`src/rtl/ifg_pkg.sv`:
```
package ifg_pkg;

    // Kind of gap currently being timed
    typedef enum logic [1:0] {
        GAP_NONE  = 2'd0,
        GAP_PLAIN = 2'd1,
        GAP_DEFER = 2'd2
    } gap_kind_t;

    localparam int IFG_FIELD_W_DEF = 10;
    localparam int IFG_THR_W_DEF   = 16;
    localparam int IFG_REG_W_DEF   = 32;
    localparam int IFG_OFS_DEF     = 6;

endpackage

```
`src/rtl/ifg_cfg_regs.sv`:
```
module ifg_cfg_regs #(
    parameter int REG_W = 32,
    parameter int FLD_W = 10,
    parameter int THR_W = 16
) (
    input  logic             clk,
    input  logic             rst_n,
    input  logic             cfg_we,
    input  logic [REG_W-1:0] cfg_wdata,
    input  logic             thr_we,
    input  logic [THR_W-1:0] thr_wdata,
    output logic [REG_W-1:0] cfg_rdata,
    output logic [FLD_W-1:0] f_gap,
    output logic [FLD_W-1:0] f_win,
    output logic [FLD_W-1:0] f_def,
    output logic [THR_W-1:0] thr_val
);
    localparam int USED_W = 3 * FLD_W;
    localparam logic [REG_W-1:0] FIELD_MASK = REG_W'({USED_W{1'b1}});

    typedef struct packed {
        logic [REG_W-1:0] raw;
        logic [THR_W-1:0] thr;
    } regs_t;

    regs_t regs_d, regs_q;

    always_comb begin
        regs_d = regs_q;
        if (cfg_we) begin
            regs_d.raw = cfg_wdata & FIELD_MASK;
        end
        if (thr_we) begin
            regs_d.thr = thr_wdata;
        end
    end

    always_ff @(posedge clk) begin
        if (!rst_n) begin
            regs_q <= '0;
        end else begin
            regs_q <= regs_d;
        end
    end

    assign cfg_rdata = regs_q.raw;
    assign f_gap     = regs_q.raw[FLD_W-1:0];
    assign f_win     = regs_q.raw[2*FLD_W-1:FLD_W];
    assign f_def     = regs_q.raw[3*FLD_W-1:2*FLD_W];
    assign thr_val   = regs_q.thr;

endmodule

```
`src/rtl/ifg_gap_select.sv`:
```
module ifg_gap_select #(
    parameter int FLD_W = 10,
    parameter int THR_W = 16,
    parameter int CNT_W = 17,
    parameter int OFS   = 6
) (
    input  logic [FLD_W-1:0] f_gap,
    input  logic [FLD_W-1:0] f_win,
    input  logic [FLD_W-1:0] f_def,
    input  logic [THR_W-1:0] thr_val,
    input  logic             half_dup,
    input  logic             back2back,
    input  logic             is_retry,
    output logic [CNT_W-1:0] sel_len,
    output logic [FLD_W-1:0] sel_win,
    output logic             sel_defer
);
    logic [CNT_W-1:0] len_b2b;
    logic [CNT_W-1:0] len_def;
    logic [CNT_W-1:0] len_thr;

    always_comb begin
        len_b2b = CNT_W'(f_gap) + CNT_W'(OFS);
        len_def = CNT_W'(f_def) + CNT_W'(OFS);
        len_thr = CNT_W'(thr_val);
        if (half_dup && !back2back) begin
            sel_defer = 1'b1;
            sel_len   = len_def;
            sel_win   = f_win;
        end else begin
            sel_defer = 1'b0;
            sel_win   = '0;
            if (!is_retry && (len_thr > len_b2b)) begin
                sel_len = len_thr;
            end else begin
                sel_len = len_b2b;
            end
        end
    end

endmodule

```
`src/rtl/ifg_gap_counter.sv`:
```
module ifg_gap_counter
    import ifg_pkg::*;
#(
    parameter int FLD_W = 10,
    parameter int CNT_W = 17
) (
    input  logic             clk,
    input  logic             rst_n,
    input  logic             start,
    input  logic [CNT_W-1:0] sel_len,
    input  logic [FLD_W-1:0] sel_win,
    input  logic             sel_defer,
    input  logic             carrier,
    output logic             busy
);
    typedef struct packed {
        gap_kind_t        kind;
        logic [CNT_W-1:0] cnt;
        logic [CNT_W-1:0] len;
        logic [FLD_W-1:0] win;
    } cnt_st_t;

    cnt_st_t st_d, st_q;
    logic [CNT_W-1:0] cnt_inc;
    logic             in_window;

    always_comb begin
        st_d      = st_q;
        cnt_inc   = st_q.cnt + CNT_W'(1);
        in_window = (st_q.cnt < CNT_W'(st_q.win));
        if (start) begin
            st_d.kind = sel_defer ? GAP_DEFER : GAP_PLAIN;
            st_d.cnt  = '0;
            st_d.len  = sel_len;
            st_d.win  = sel_win;
        end else if ((st_q.kind == GAP_DEFER) && carrier && in_window) begin
            st_d.cnt = '0;
        end else if (st_q.kind != GAP_NONE) begin
            if (cnt_inc == st_q.len) begin
                st_d.kind = GAP_NONE;
                st_d.cnt  = '0;
            end else begin
                st_d.cnt = cnt_inc;
            end
        end
    end

    always_ff @(posedge clk) begin
        if (!rst_n) begin
            st_q.kind <= GAP_NONE;
            st_q.cnt  <= '0;
            st_q.len  <= '0;
            st_q.win  <= '0;
        end else begin
            st_q <= st_d;
        end
    end

    assign busy = (st_q.kind != GAP_NONE);

endmodule

```
`src/rtl/ifg_gap_timer.sv`:
```
module ifg_gap_timer #(
    parameter int REG_W = ifg_pkg::IFG_REG_W_DEF,
    parameter int FLD_W = ifg_pkg::IFG_FIELD_W_DEF,
    parameter int THR_W = ifg_pkg::IFG_THR_W_DEF,
    parameter int OFS   = ifg_pkg::IFG_OFS_DEF
) (
    input  logic             clk,
    input  logic             rst_n,
    input  logic             gap_cfg_we,
    input  logic [REG_W-1:0] gap_cfg_wdata,
    output logic [REG_W-1:0] gap_cfg_rdata,
    input  logic             thr_we,
    input  logic [THR_W-1:0] thr_wdata,
    input  logic             frame_done,
    input  logic             next_back2back,
    input  logic             next_is_retry,
    input  logic             carrier,
    input  logic             half_dup,
    output logic             tx_allow
);
    localparam int WIDE_W = (THR_W > FLD_W + 1) ? THR_W : FLD_W + 1;
    localparam int CNT_W  = WIDE_W + 1;

    logic [FLD_W-1:0] f_gap, f_win, f_def, sel_win;
    logic [THR_W-1:0] thr_val;
    logic [CNT_W-1:0] sel_len;
    logic             sel_defer;
    logic             busy;

    ifg_cfg_regs #(
        .REG_W(REG_W), .FLD_W(FLD_W), .THR_W(THR_W)
    ) i_regs (
        .clk       (clk),
        .rst_n     (rst_n),
        .cfg_we    (gap_cfg_we),
        .cfg_wdata (gap_cfg_wdata),
        .thr_we    (thr_we),
        .thr_wdata (thr_wdata),
        .cfg_rdata (gap_cfg_rdata),
        .f_gap     (f_gap),
        .f_win     (f_win),
        .f_def     (f_def),
        .thr_val   (thr_val)
    );

    ifg_gap_select #(
        .FLD_W(FLD_W), .THR_W(THR_W), .CNT_W(CNT_W), .OFS(OFS)
    ) i_sel (
        .f_gap     (f_gap),
        .f_win     (f_win),
        .f_def     (f_def),
        .thr_val   (thr_val),
        .half_dup  (half_dup),
        .back2back (next_back2back),
        .is_retry  (next_is_retry),
        .sel_len   (sel_len),
        .sel_win   (sel_win),
        .sel_defer (sel_defer)
    );

    ifg_gap_counter #(
        .FLD_W(FLD_W), .CNT_W(CNT_W)
    ) i_cnt (
        .clk       (clk),
        .rst_n     (rst_n),
        .start     (frame_done),
        .sel_len   (sel_len),
        .sel_win   (sel_win),
        .sel_defer (sel_defer),
        .carrier   (carrier),
        .busy      (busy)
    );

    assign tx_allow = !busy;

endmodule

```
`config.mk`:
```
export PLATFORM = sky130hd
export DESIGN_NAME = ifg_gap_timer
export DESIGN_NICKNAME = d
export VERILOG_FILES = /design/src/rtl/ifg_pkg.sv /design/src/rtl/ifg_cfg_regs.sv /design/src/rtl/ifg_gap_select.sv /design/src/rtl/ifg_gap_counter.sv /design/src/rtl/ifg_gap_timer.sv
export SDC_FILE = /design/constraint.sdc
export NUM_CORES = 1
export LEC_CHECK = 0
export BUFFER_PORTS_ARGS = -buffer_cell sky130_fd_sc_hd__buf_2
export CAP_MARGIN = 25
export CORE_ASPECT_RATIO = 1.2
export CORE_UTILIZATION = 30
export DETAILED_ROUTE_END_ITERATION = 7
export HOLD_SLACK_MARGIN = 0.12
export SETUP_SLACK_MARGIN = 0.5
export SLEW_MARGIN = 10
export SYNTH_ARGS = -nofsm -noshare
export SYNTH_HDL_FRONTEND = slang
export SYNTH_SLANG_ARGS = --single-unit
```
`constraint.sdc`:
```
create_clock -name clk -period 2.8 [get_ports clk]
set_clock_uncertainty 0.15 [all_clocks]
set_input_delay 0.28 -clock clk [delete_from_list [all_inputs] [get_ports clk]]
set_output_delay 0.28 -clock clk [all_outputs]
set_load 0.01 [all_outputs]
```
Word level (Yosys, flattened, before mapping)
Index checks and enable logic that the tools add are counted.
{"block": "totals", "ff_bits": 92, "in_bits": 57, "output_inout_bits": 33, "wordCells": 38}
{"block": "classes", "muxes": 11, "bitwise": 1, "reduce_logical": 12, "addsub": 3, "eq_ne": 3, "n_lt_le_gt_ge": 2}
{"cell": "2-to-1 mux 17 bit", "count": 4}
{"cell": "2-to-1 mux 19 bit", "count": 2}
{"cell": "adder 10 x 3 -> 11 bit (second input constant)", "count": 2}
{"cell": "adder 17 x 1 -> 17 bit (second input constant)", "count": 1}
{"cell": "== test 17 bit", "count": 1}
{"cell": "greater-than comparator 16 x 17 -> 1 bit", "count": 1}
{"cell": "< comparator 17 x 10 -> 1 bit", "count": 1}
{"cell": "2-to-1 mux 10 bit", "count": 1}
{"cell": "2-to-1 mux 2 bit", "count": 3}
{"cell": "nonzero test 2 bit", "count": 3}
{"cell": "logical AND 1 bit", "count": 4}
{"cell": "zero test 1 bit", "count": 3}
{"cell": "AND reduction 3 bit", "count": 1}
{"cell": "OR reduction 3 bit", "count": 1}
{"cell": "== test 2 bit (second input constant)", "count": 1}
{"cell": "inequality test 2 bit (second input constant)", "count": 1}
{"cell": "2-to-1 mux 1 bit", "count": 1}
{"cell": "NOT 1 bit", "count": 1}

Logic depth before layout (Yosys ltp)
Gate-level depths: netlist of the first run.
{"block": "logic_depth", "depth_word": 6, "mapped_depth": 13, "depth_no_buf": 12}

Modules after synthesis
Synthesis of the first run repeated with hierarchy kept, for this count alone.
{"block": "unflattened", "hier_cells": 655, "hier_area_um2": 5860.6}
{"mod": "ifg_gap_counter", "area_each_um2": 2906.5, "seq_area_each_um2": 920.9, "cells_per_inst": 332, "instances": 1}
{"mod": "ifg_cfg_regs", "area_each_um2": 2019.4, "seq_area_each_um2": 920.9, "cells_per_inst": 182, "instances": 1}
{"mod": "ifg_gap_select", "area_each_um2": 930.9, "seq_area_each_um2": 0.0, "cells_per_inst": 140, "instances": 1}
{"mod": "ifg_gap_timer", "area_each_um2": 3.8, "seq_area_each_um2": 0.0, "cells_per_inst": 1, "instances": 1}

Least setup slack after synthesis of the first run
OpenSTA, ideal clock, no wires.
{"block": "synth_timing", "kind": "register -> register", "from": "reg i_regs.regs_q[17] (netlist: i_regs.cfg_rdata[1])", "to": "reg i_cnt.st_q[14] (netlist bit)", "n_path_buf": 1, "slack_ns": -0.272, "stages_incl_launch_ff": 12, "required_time_ns": 2.580, "t_arrival_ns": 2.852, "setup_ns": 0.070, "period_less_slack_ns": 3.072, "cell_sequence": "dfxtp_1 inv_1 ha_1 nand3b_1 xor2_1 ha_1 a2111o_1 nor4bb_1 a221o_1 buf_2 mux2_2 a21oi_1"}
{"block": "synth_between", "elab_chain_cells": 5}
{"item": "start, declared", "line_no": "ifg_cfg_regs.sv:26", "source": "regs_t regs_d, regs_q;"}
{"item": "start signal, assigned", "line_no": "ifg_cfg_regs.sv:42", "source": "regs_q <= regs_d;"}
{"item": "adder 10 x 3 -> 11 bit *", "line_no": "ifg_gap_select.sv:23", "source": "len_b2b = CNT_W'(f_gap) + CNT_W'(OFS);"}
{"item": "greater-than comparator 16 x 17 -> 1 bit", "line_no": "ifg_gap_select.sv:33", "source": "if (!is_retry && (len_thr > len_b2b)) begin"}
{"item": "logical AND 1 bit", "line_no": "ifg_gap_select.sv:33"}
{"item": "2-to-1 mux 17 bit *", "line_no": "ifg_gap_select.sv:33"}
{"item": "2-to-1 mux 17 bit *", "line_no": "ifg_gap_select.sv:26", "source": "if (half_dup && !back2back) begin"}
{"item": "end signal, assigned", "line_no": "ifg_gap_counter.sv:55", "source": "st_q <= st_d;"}
{"item": "end, declared", "line_no": "ifg_gap_counter.sv:23", "source": "cnt_st_t st_d, st_q;"}
Mark *: on every way between the ends. The rest lies on a longest branch, timed or not.
A chain may end at the register's enable or synchronous reset.

Worst setup path in the final report of the first run
{"block": "layout_timing", "from": "reg i_regs.regs_q[19] (netlist: i_regs.cfg_rdata[3])", "to": "reg i_cnt.st_q[20] (netlist bit)"}
The elaborated chain is that of the path after synthesis.

==> flow_metrics.tcl, run 1 <==
set metrics [dict create \
    place_congestion 0.841 \
    yosysSeqAreaShare_pct 35.5 \
    worstReg2RegStart "i_regs.cfg_rdata[3]" \
    maxClockFrequency_mhz 336 \
    dr.first_iter.drc_count 196 \
    irDropWorstVdd_mv 0.243 \
    place_hpwl_mm 9.63 \
    portBuffers 85 \
    worstMarginPinSlew_ns 0.889 \
    yosysTopAreaCellShare_pct 35.5 \
    antenna_left 0 \
    final_area_um2 7460 \
    rrSetupSlack_ns -0.17 \
    worstPathRequired_ns 2.92 \
    maxCapViolCount 0 \
    drive_gt1_share_pct 33.2 \
    ios 90 \
    min_path_type "primary input to register" \
    firstDrtPassIters 4 \
    synth_top_area_cell "dfxtp_1" \
    slew_viol_final 0 \
    grt_max_degree 52 \
    multi_input_area_um2 3390 \
    clockRootBuffer "clkbuf_16" \
    die_h_um 145 \
    post-route-period-util_pct 106 \
    fp.coreArea_um2 16800 \
    fin_crit_ns 2.97 \
    p_per_area_nw_per_um2 448 \
    ys_ff_latch 91 \
    grt_pass1_vias 4763 \
    cts_tree "built" \
    syn_inst 579 \
    grt_usage_pct 16.4 \
    nFillCells 1628 \
    synthTopCellsByArea "dfxtp_1 (36%), mux2i_1 (9.8%), ha_1 (5.6%)" \
    antenna_found_initial 0 \
    grt_pass1_wl_mm 23.1 \
    syn_area_per_cell_um2 8.85 \
    setup_violations 16 \
    pre_cts_slack_ns -0.195 \
    cts_made_buffers 9 \
    die_x_um 121 \
    reg2reg_to "i_cnt.st_q[20]" \
    clk_pin_slew_ns 0.07 \
    synth_most_common_cell "dfxtp_1" \
    synthArstFlopShare_pct 0 \
    finalHoldViolations 0 \
    num_rows 52 \
    synth_area_um2 5120 \
    cp-end-kind "register" \
    rr_worst_depth 12 \
    worstPathArrival_ns 3.10 \
    cts.sinks 91 \
    dpl_cell_area_um2 6010 \
    maxSlewHeadroom_pct 40.7 \
    cellLeakagePower_nw 3.03 \
    violations "setup timing" \
    initial_utilization_pct 30.5 \
    setup_ws_ns -0.174 \
    area_delta_synth_final_pct 45.6 \
    critPathMaxFanout 9 \
    drcViolationCount 0 \
    wl_mm 14.4 \
    htreeDepth 3 \
    ys_warn_count 0 \
    cp-endpoint "i_cnt.st_q[20]" \
    regArea_um2 1880 \
    netlist_top_cells_count "dfxtp_1 (91), mux2i_1 (50), nor2b_1 (43)" \
    die-area_um2 17600 \
    synth_ff_type "dfxtp_1" \
    total_power_mw 3.34 \
    wl_per_cell_um 14.8 \
    synth_edf_count 0 \
    cts_buffer_depth 2 \
    clk_latency_ns 0.35 \
    start_kind "register" \
    status "finished with violations" \
    crit_type "register to register" \
    crit_start "i_regs.cfg_rdata[3]" \
    fin_tns_setup_ns -2.17 \
    diodes 0 \
    grt_overflow 0 \
    synth_cell_types 62 \
    nets 833 \
    vias 4775 \
    rsz0062_at_grt "true" \
    via_per_inst 4.90 \
]
[cell families after synthesis]
logic type               share of synthesized area, %
AND/OR/NAND/NOR                                  22.6
flip-flops                                       35.5
AO/OA/AOI/OAI                                    10.7
buffers and inverters                            5.44
multiplexers                                     11.3
XOR/XNOR                                         8.67
adder cells (fa/ha/maj)                          5.62
other                                          0.0732
[where the power goes]
group | switching [mW] | internal [mW] | leakage (nW)
Sequential | 0.0569 | 1.34 | 0.759
Clock | 0.509 | 0.831 | 0.163
Combinational | 0.282 | 0.323 | 2.11
Total | 0.847 | 2.50 | 3.03
[worst max-delay path, cell delays in order (launching register included)]
cell	delay (ns)
dfxtp_4	0.34
nand4_1	0.13
nor2_2	0.15
buf_4	0.13
nand3b_1	0.10
xor2_2	0.18
ha_2	0.17
a2111o_1	0.41
nor4bb_4	0.31
a221o_1	0.25
buf_12	0.15
mux2_2	0.34
o22ai_2	0.10
[cells in the final DEF, fill, tap and decap left out, types with 15 or more instances in the layout]
cell type      instances
dfxtp_1               70
nor2_1                35
nand3_1               23
xnor2_1               30
dlygate4sd3_1         46
nand2_1               33
buf_2                 85
ha_1                  20
nor2b_1               43
buf_4                 60
inv_1                 27
a21oi_1               15
xor2_1                16
mux2i_1               49
[how the worst min path moves through the flow]
stage	slack, ns	from	endpoint	cells after the start
final	0.26	rst_n	i_cnt.st_q[44]	5
after global routing	0.29	rst_n	i_cnt.st_q[44]	5
after CTS	0.21	rst_n	i_cnt.st_q[45]	5
after detailed placement	0.30	i_cnt.st_q[4]	i_cnt.st_q[4]	2
after global placement	0.30	i_cnt.st_q[1]	i_cnt.st_q[1]	2
after floorplan	0.28	thr_wdata[0]	i_regs.thr_val[0]	2
[repair_timing]
item,CTS,global route
setup endpoints to repair,35,35
gates resized for setup,47,49
hold buffers,46,0
gates cloned,0,1
buffers inserted,21,9
hold endpoints to repair,46,0
pin swaps,26,18
[layout make-up]
| type | count | share of cell area, % |
|---|---|---|
| clock buffer | 12 | 3.44 |
| timing repair buffer | 201 | 19.8 |
| multi-input combinational | 422 | 45.5 |
| clock inverter | 4 | 0.989 |
| tap | 216 | 3.62 |
| sequential | 91 | 25.2 |
| inverter | 28 | 1.41 |
[through the flow]
stage,util [%],hold WS (ns),std cells
final,44.5,0.256,974
after global routing,44.5,0.288,974
after CTS,42.6,0.209,964
after detailed placement,35.8,0.304,881
after global placement,35.8,0.301,881
after floorplan,-,0.278,580
[flip-flops by register name (all words and copies together) (netlist names)]
name              cells
i_regs.cfg_rdata     30
i_cnt.st_q           45
i_regs.thr_val       16
[routing by layer]
| layer | vias to the layer above | GRT usage, % | wire [um] |
|---|---|---|---|
| met4 | 0 | 6.11 | 320 |
| met2 | 103 | 28.7 | 7310 |
| met3 | 23 | 2.63 | 512 |
| met1 | 2265 | 19.9 | 6230 |
| met5 | - | 0 | 0 |
| li1 | 2384 | - | - |
No activity file was read; power rests on OpenSTA's default activity.
==> run 2: changes to the inputs <==
--- a/config.mk
+++ b/config.mk
@@ -15,4 +15,5 @@
 export SLEW_MARGIN = 10
 export SYNTH_ARGS = -nofsm -noshare
 export SYNTH_HDL_FRONTEND = slang
+export SYNTH_HIERARCHICAL = 1
 export SYNTH_SLANG_ARGS = --single-unit
==> run 2 against run 1 <==
The flow still finishes with violations (setup timing). Cell area is 6.2% higher. Worst hold slack worse by 0.0091 ns. Clock power decreased by 12%. Global-route usage decreased by 1.6 points. Combinational power increased by 8.6%. Maximum frequency is 1.9% higher. Total power shrank 2.7%. Core utilization shrank 2.7 points. First-iteration DRC count decreased by 14%.
==> flow_metrics.tcl, run 2 <==
set metrics [dict create \
    cts_tree "built" \
    synthArstFlopShare_pct 0 \
    clockRootBuffer "clkbuf_16" \
    drcViolationCount 0 \
    syn_area_per_cell_um2 8.95 \
    die-area_um2 20100 \
    place_hpwl_mm 10.3 \
    syn_inst 655 \
    portBuffers 85 \
    fin_crit_ns 2.92 \
    place_congestion 0.857 \
    wl_per_cell_um 13.9 \
    fin_tns_setup_ns -1.19 \
    worstReg2RegStart "i_regs/cfg_rdata[2]" \
    status "finished with violations" \
    rsz0062_at_grt "true" \
    grt_pass1_wl_mm 23.5 \
    yosysSeqAreaShare_pct 31.4 \
    finalHoldViolations 0 \
    diodes 0 \
    area_delta_synth_final_pct 35.3 \
    max_flop_register "i_cnt/st_q" \
    rr_worst_depth 15 \
    htreeDepth 3 \
    cts_made_buffers 9 \
    netlist_top_cells_count "dfxtp_1 (92), nor2b_1 (77), mux2i_1 (74)" \
    grt_overflow 0 \
    worstMarginPinSlew_ns 0.897 \
    synth_ff_type "dfxtp_1" \
    antenna_left 0 \
    irDropWorstVdd_mv 0.274 \
    ys_ff_latch 92 \
    worstPathRequired_ns 2.93 \
    synth_area_um2 5860 \
    p_per_area_nw_per_um2 411 \
    clk_pin_slew_ns 0.07 \
    dr.first_iter.drc_count 168 \
    vias 4955 \
    synth_cell_types 67 \
    cp-end-kind "register" \
    post-route-period-util_pct 104 \
    violations "setup timing" \
    ios 90 \
    cts.sinks 92 \
    cts_buffer_depth 2 \
    cellLeakagePower_nw 3.32 \
    setup_ws_ns -0.117 \
    nets 878 \
    synthTopCellsByArea "dfxtp_1 (31%), mux2i_1 (13%), nor2b_1 (8.2%)" \
    maxClockFrequency_mhz 343 \
    grt_max_degree 76 \
    via_per_inst 4.68 \
    initial_utilization_pct 30.9 \
    num_rows 55 \
    worstPathArrival_ns 3.05 \
    crit_type "register to register" \
    maxCapViolCount 0 \
    setup_violations 16 \
    firstDrtPassIters 4 \
    antenna_found_initial 0 \
    final_cell_mix "buf_2 (85), nor2b_1 (77), mux2i_1 (74), dfxtp_1 (72), buf_4 (67)" \
    critPathMaxFanout 8 \
    die_h_um 155 \
    maxSlewHeadroom_pct 40.2 \
    clk_latency_ns 0.35 \
    grt_pass1_vias 4791 \
    synth_edf_count 0 \
    drive_gt1_share_pct 35.5 \
    total_power_mw 3.26 \
    synth_most_common_cell "dfxtp_1" \
    start_kind "register" \
    hp-start "rst_n" \
    ys_warn_count 6 \
    yosysTopAreaCellShare_pct 31.4 \
    synth_top_area_cell "dfxtp_1" \
    slew_viol_final 0 \
    fp.coreArea_um2 19000 \
    cp-endpoint "i_cnt/st_q[19]" \
    grt_usage_pct 14.8 \
    layout_commonest_cell "buf_2" \
    crit_start "i_regs/cfg_rdata[2]" \
    nFillCells 1886 \
    reg2reg_to "i_cnt/st_q[19]" \
    rrSetupSlack_ns -0.12 \
    min_path_type "primary input to register" \
    wl_mm 14.7 \
    die_x_um 130 \
    largest_register_ffs 46 \
]
run 2: per-layer routing:
metal	global-route usage, %	share of wire (%)	up-vias
li1	-	-	2505
met1	16.0	41	2343
met2	28.4	55	86
met3	1.89	2.4	21
met4	6.64	2.1	0
met5	0	0	-
run 2: repair_timing:
action                     in CTS  in global routing
hold endpoints to repair       47                  0
setup endpoints to repair      35                 35
gates resized for setup        43                 42
hold buffers                   47                  0
gates cloned                    2                  0
setup buffers                  10                  3
pin swaps                      37                 16
run 2: critical path: stages, from the launching register on:
cell and delay (ns):
dfxtp_4 0.37, inv_2 0.05, ha_4 0.16, nor2_4 0.10, and3_4 0.20, xnor2_2 0.07
ha_1 0.31, nand3_2 0.09, or3_4 0.37, a21oi_2 0.14, a211oi_2 0.07, buf_6 0.16
mux2_4 0.30, o21ai_2 0.11, mux2i_1 0.08, nor2b_1 0.12
run 2: cell families (layout without fill, tap and decap cells):
kind of cell	count (synthesis)	after routing	synth area share [%]
AND/OR/NAND/NOR	246	246	25.3
XOR/XNOR	35	35	5.36
other	2	3	0.128
buffers and inverters	102	249	10.5
adder cells (fa/ha/maj)	23	23	4.91
multiplexers	77	77	13.2
AO/OA/AOI/OAI	78	78	9.07
flip-flops	92	92	31.4
run 2: area by class of cell:
type / count / area, um2 / area share [%]
Clock inverter: 7 / 61.3 / 0.773
Tap cell: 256 / 320 / 4.04
Clock buffer: 9 / 225 / 2.84
Multi-Input combinational cell: 462 / 3800 / 48.0
Inverter: 25 / 93.8 / 1.18
Sequential cell: 92 / 1890 / 23.8
Timing Repair Buffer: 208 / 1540 / 19.4
run 2: how the worst min path moves through the flow:
stage | to | slack (ns) | cells past startpoint
6_report | i_cnt/st_q[45] | 0.25 | 4
5_1_grt | i_cnt/st_q[45] | 0.26 | 4
4_1_cts | i_cnt/st_q[45] | 0.23 | 4
3_5_place_dp | i_cnt/st_q[45] | 0.33 | 2
3_3_place_gp | i_cnt/st_q[45] | 0.32 | 2
2_1_floorplan | i_cnt/st_q[45] | 0.29 | 2
run 2: power by group:
| group | switching (mW) | total (mW) | internal [mW] |
|---|---|---|---|
| Combinational | 0.310 | 0.657 | 0.346 |
| Clock | 0.567 | 1.18 | 0.616 |
| Sequential | 0.0547 | 1.42 | 1.36 |
| Total | 0.932 | 3.26 | 2.32 |
run 2: metrics by stage:
stage	cell area (um2)	hold slack, ns	setup slack [ns]	cells	utilization (%)
3_5_place_dp	6690	0.325	-0.143	981	35.2
3_3_place_gp	6690	0.319	-0.102	981	35.2
4_1_cts	7740	0.226	-0.0822	1056	40.7
2_1_floorplan	6010	0.295	0.00982	656	-
6_report	7930	0.247	-0.117	1059	41.7
5_1_grt	7930	0.259	-0.253	1059	41.7
==> run 3: changes to the inputs <==
--- a/config.mk
+++ b/config.mk
@@ -11,6 +11,7 @@
 export CORE_UTILIZATION = 30
 export DETAILED_ROUTE_END_ITERATION = 7
 export HOLD_SLACK_MARGIN = 0.12
+export RECOVER_POWER = 25
 export SETUP_SLACK_MARGIN = 0.5
 export SLEW_MARGIN = 10
 export SYNTH_ARGS = -nofsm -noshare
==> run 3 against run 2 <==
Clock-buffer cell count is the same. Global-route usage is the same. Flip-flop and latch count is the same. Non-clock buffer count is the same. Via count is essentially flat. Combinational power is essentially flat. Register-to-register slack is essentially flat. Final cell count is the same. Sequential power is essentially flat. Core utilization is essentially flat. The run ends with capacitance limit, slew limit, setup timing left.
==> flow_metrics.tcl, run 3 (synthesized netlist as in run 2, its figures left out) <==
set metrics [dict create \
    status "finished with violations" \
    violations "capacitance limit, slew limit, setup timing" \
    worstReg2RegStart "i_regs/cfg_rdata[2]" \
    multi_input_area_um2 3800 \
    critPathMaxFanout 8 \
    nFillCells 1888 \
    worstMarginPinSlew_ns 2.14 \
    dr.first_iter.drc_count 182 \
    grt_pass1_wl_mm 23.5 \
    setup_violations 16 \
    cts_made_buffers 9 \
    reg2reg_to "i_cnt/st_q[19]" \
    clk_latency_ns 0.35 \
    layout_commonest_cell "buf_2" \
    dpl_cell_area_um2 6690 \
    die_x_um 130 \
    area_delta_synth_final_pct 35.2 \
    cp_num_buf_inv 2 \
    vias 4954 \
    antenna_found_initial 0 \
    portBuffers 85 \
    wl_per_cell_um 13.9 \
    max_stage_delay_ns 0.37 \
    min_path_type "primary input to register" \
    cp-end-kind "register" \
    final_cell_mix "buf_2 (81), nor2b_1 (77), mux2i_1 (74), dfxtp_1 (72), buf_4 (67)" \
    die-area_um2 20100 \
    place_congestion 0.857 \
    place_hpwl_mm 10.3 \
    num_rows 55 \
    worstPathArrival_ns 3.04 \
    path_cells "inv_2, ha_4, nor2_4, and3_4, xnor2_2, ha_1, nand3_2, or3_4, a21oi_2, a211oi_2, buf_6, mux2_4, o21ai_2, mux2i_1, nor2b_1" \
    via_per_inst 4.68 \
    fp.coreArea_um2 19000 \
    hold_end "i_cnt/st_q[45]" \
    nets 878 \
    ios 90 \
    holdPathStages 4 \
    cts_buffer_depth 2 \
    drcViolationCount 0 \
    die_h_um 155 \
    total_power_mw 3.26 \
    hp-start "rst_n" \
    initial_utilization_pct 30.9 \
    irDropWorstVdd_mv 0.276 \
    final_area_um2 7920 \
    cts_tree "built" \
    rrSetupSlack_ns -0.11 \
    diodes 0 \
    cellLeakagePower_nw 3.31 \
    max_flop_register "i_cnt/st_q" \
    crit_type "register to register" \
    pre_cts_slack_ns -0.143 \
    maxClockFrequency_mhz 344 \
    wl_mm 14.7 \
    grt_overflow 0 \
    grt_max_degree 76 \
    cts.sinks 92 \
    grt_usage_pct 14.8 \
    grt_pass1_vias 4791 \
    path_delay_family "simple AND/OR/NAND/NOR gates" \
    finalHoldViolations 0 \
    clockRootBuffer "clkbuf_16" \
    rr_worst_depth 15 \
    firstDrtPassIters 4 \
    critPathSlowestCell "dfxtp_4" \
    whs_ns 0.246 \
    p_per_area_nw_per_um2 412 \
    clk_pin_slew_ns 0.07 \
    rsz0062_at_grt "true" \
    maxSlewHeadroom_pct -43.0 \
    antenna_left 0 \
    maxCapViolCount 1 \
    regArea_um2 1890 \
    start_kind "register" \
    setup_ws_ns -0.106 \
    fin_crit_ns 2.91 \
    slew_viol_final 31 \
    htreeDepth 3 \
    worstPathRequired_ns 2.93 \
    drive_gt1_share_pct 35.1 \
    post-route-period-util_pct 104 \
    largest_register_ffs 46 \
]
[run 3: tightest hold or removal path: stages]
cell     delay (ns)
buf_2          0.10
nor2b_1        0.18
nand2_1        0.08
o21ai_1        0.05
[run 3: per-stage QoR]
step | TNS (ns) | utilization, % | std cells
finish | -1.10 | 41.7 | 1059
global route | -2.87 | 41.7 | 1059
CTS | -0.735 | 40.7 | 1056
detailed placement | -1.02 | 35.2 | 981
global placement | -0.437 | 35.2 | 981
floorplan | 0 | - | 656
[run 3: power by group]
part	switching, mW	internal, mW
logic	0.310	0.348
registers	0.0547	1.36
clock network	0.571	0.616
total	0.936	2.33
[run 3: layout make-up]
type | count | area share, %
clock buffer | 9 | 2.84
clock inverter | 7 | 0.774
inverter | 25 | 1.18
multi-input combinational | 462 | 48.0
sequential | 92 | 23.8
tap | 256 | 4.04
timing repair buffer | 208 | 19.3
[run 3: how the worst max path moves through the flow]
stage                endpoint  cells after the start           startpoint  slack, ns
2_1_floorplan  i_cnt/st_q[12]                     16  i_regs/cfg_rdata[1]       0.01
3_3_place_gp   i_cnt/st_q[19]                     12  i_regs/cfg_rdata[2]      -0.10
3_5_place_dp   i_cnt/st_q[19]                     15  i_regs/cfg_rdata[1]      -0.14
4_1_cts        i_cnt/st_q[16]                     15  i_regs/cfg_rdata[2]      -0.08
5_1_grt        i_cnt/st_q[10]                     13  i_regs/cfg_rdata[2]      -0.25
6_report       i_cnt/st_q[19]                     15  i_regs/cfg_rdata[2]      -0.11
[run 3: repair_timing]
item / in CTS / in global routing
cloned: 2 / 0
hold endpoints to repair: 47 / 0
hold buffers: 47 / 0
setup endpoints to repair: 35 / 35
setup buffers: 10 / 3
pin swaps: 37 / 16
resized for setup: 43 / 42
[run 3: per-layer routing]
| layer | vias to the layer above | wire, um | part of all wire (%) | GRT usage (%) |
|---|---|---|---|---|
| li1 | 2503 | - | - | - |
| met1 | 2349 | 6030 | 41 | 16.0 |
| met2 | 78 | 8010 | 54 | 28.4 |
| met3 | 24 | 318 | 2.2 | 1.89 |
| met4 | 0 | 349 | 2.4 | 6.64 |
| met5 | - | 0 | 0 | 0 |
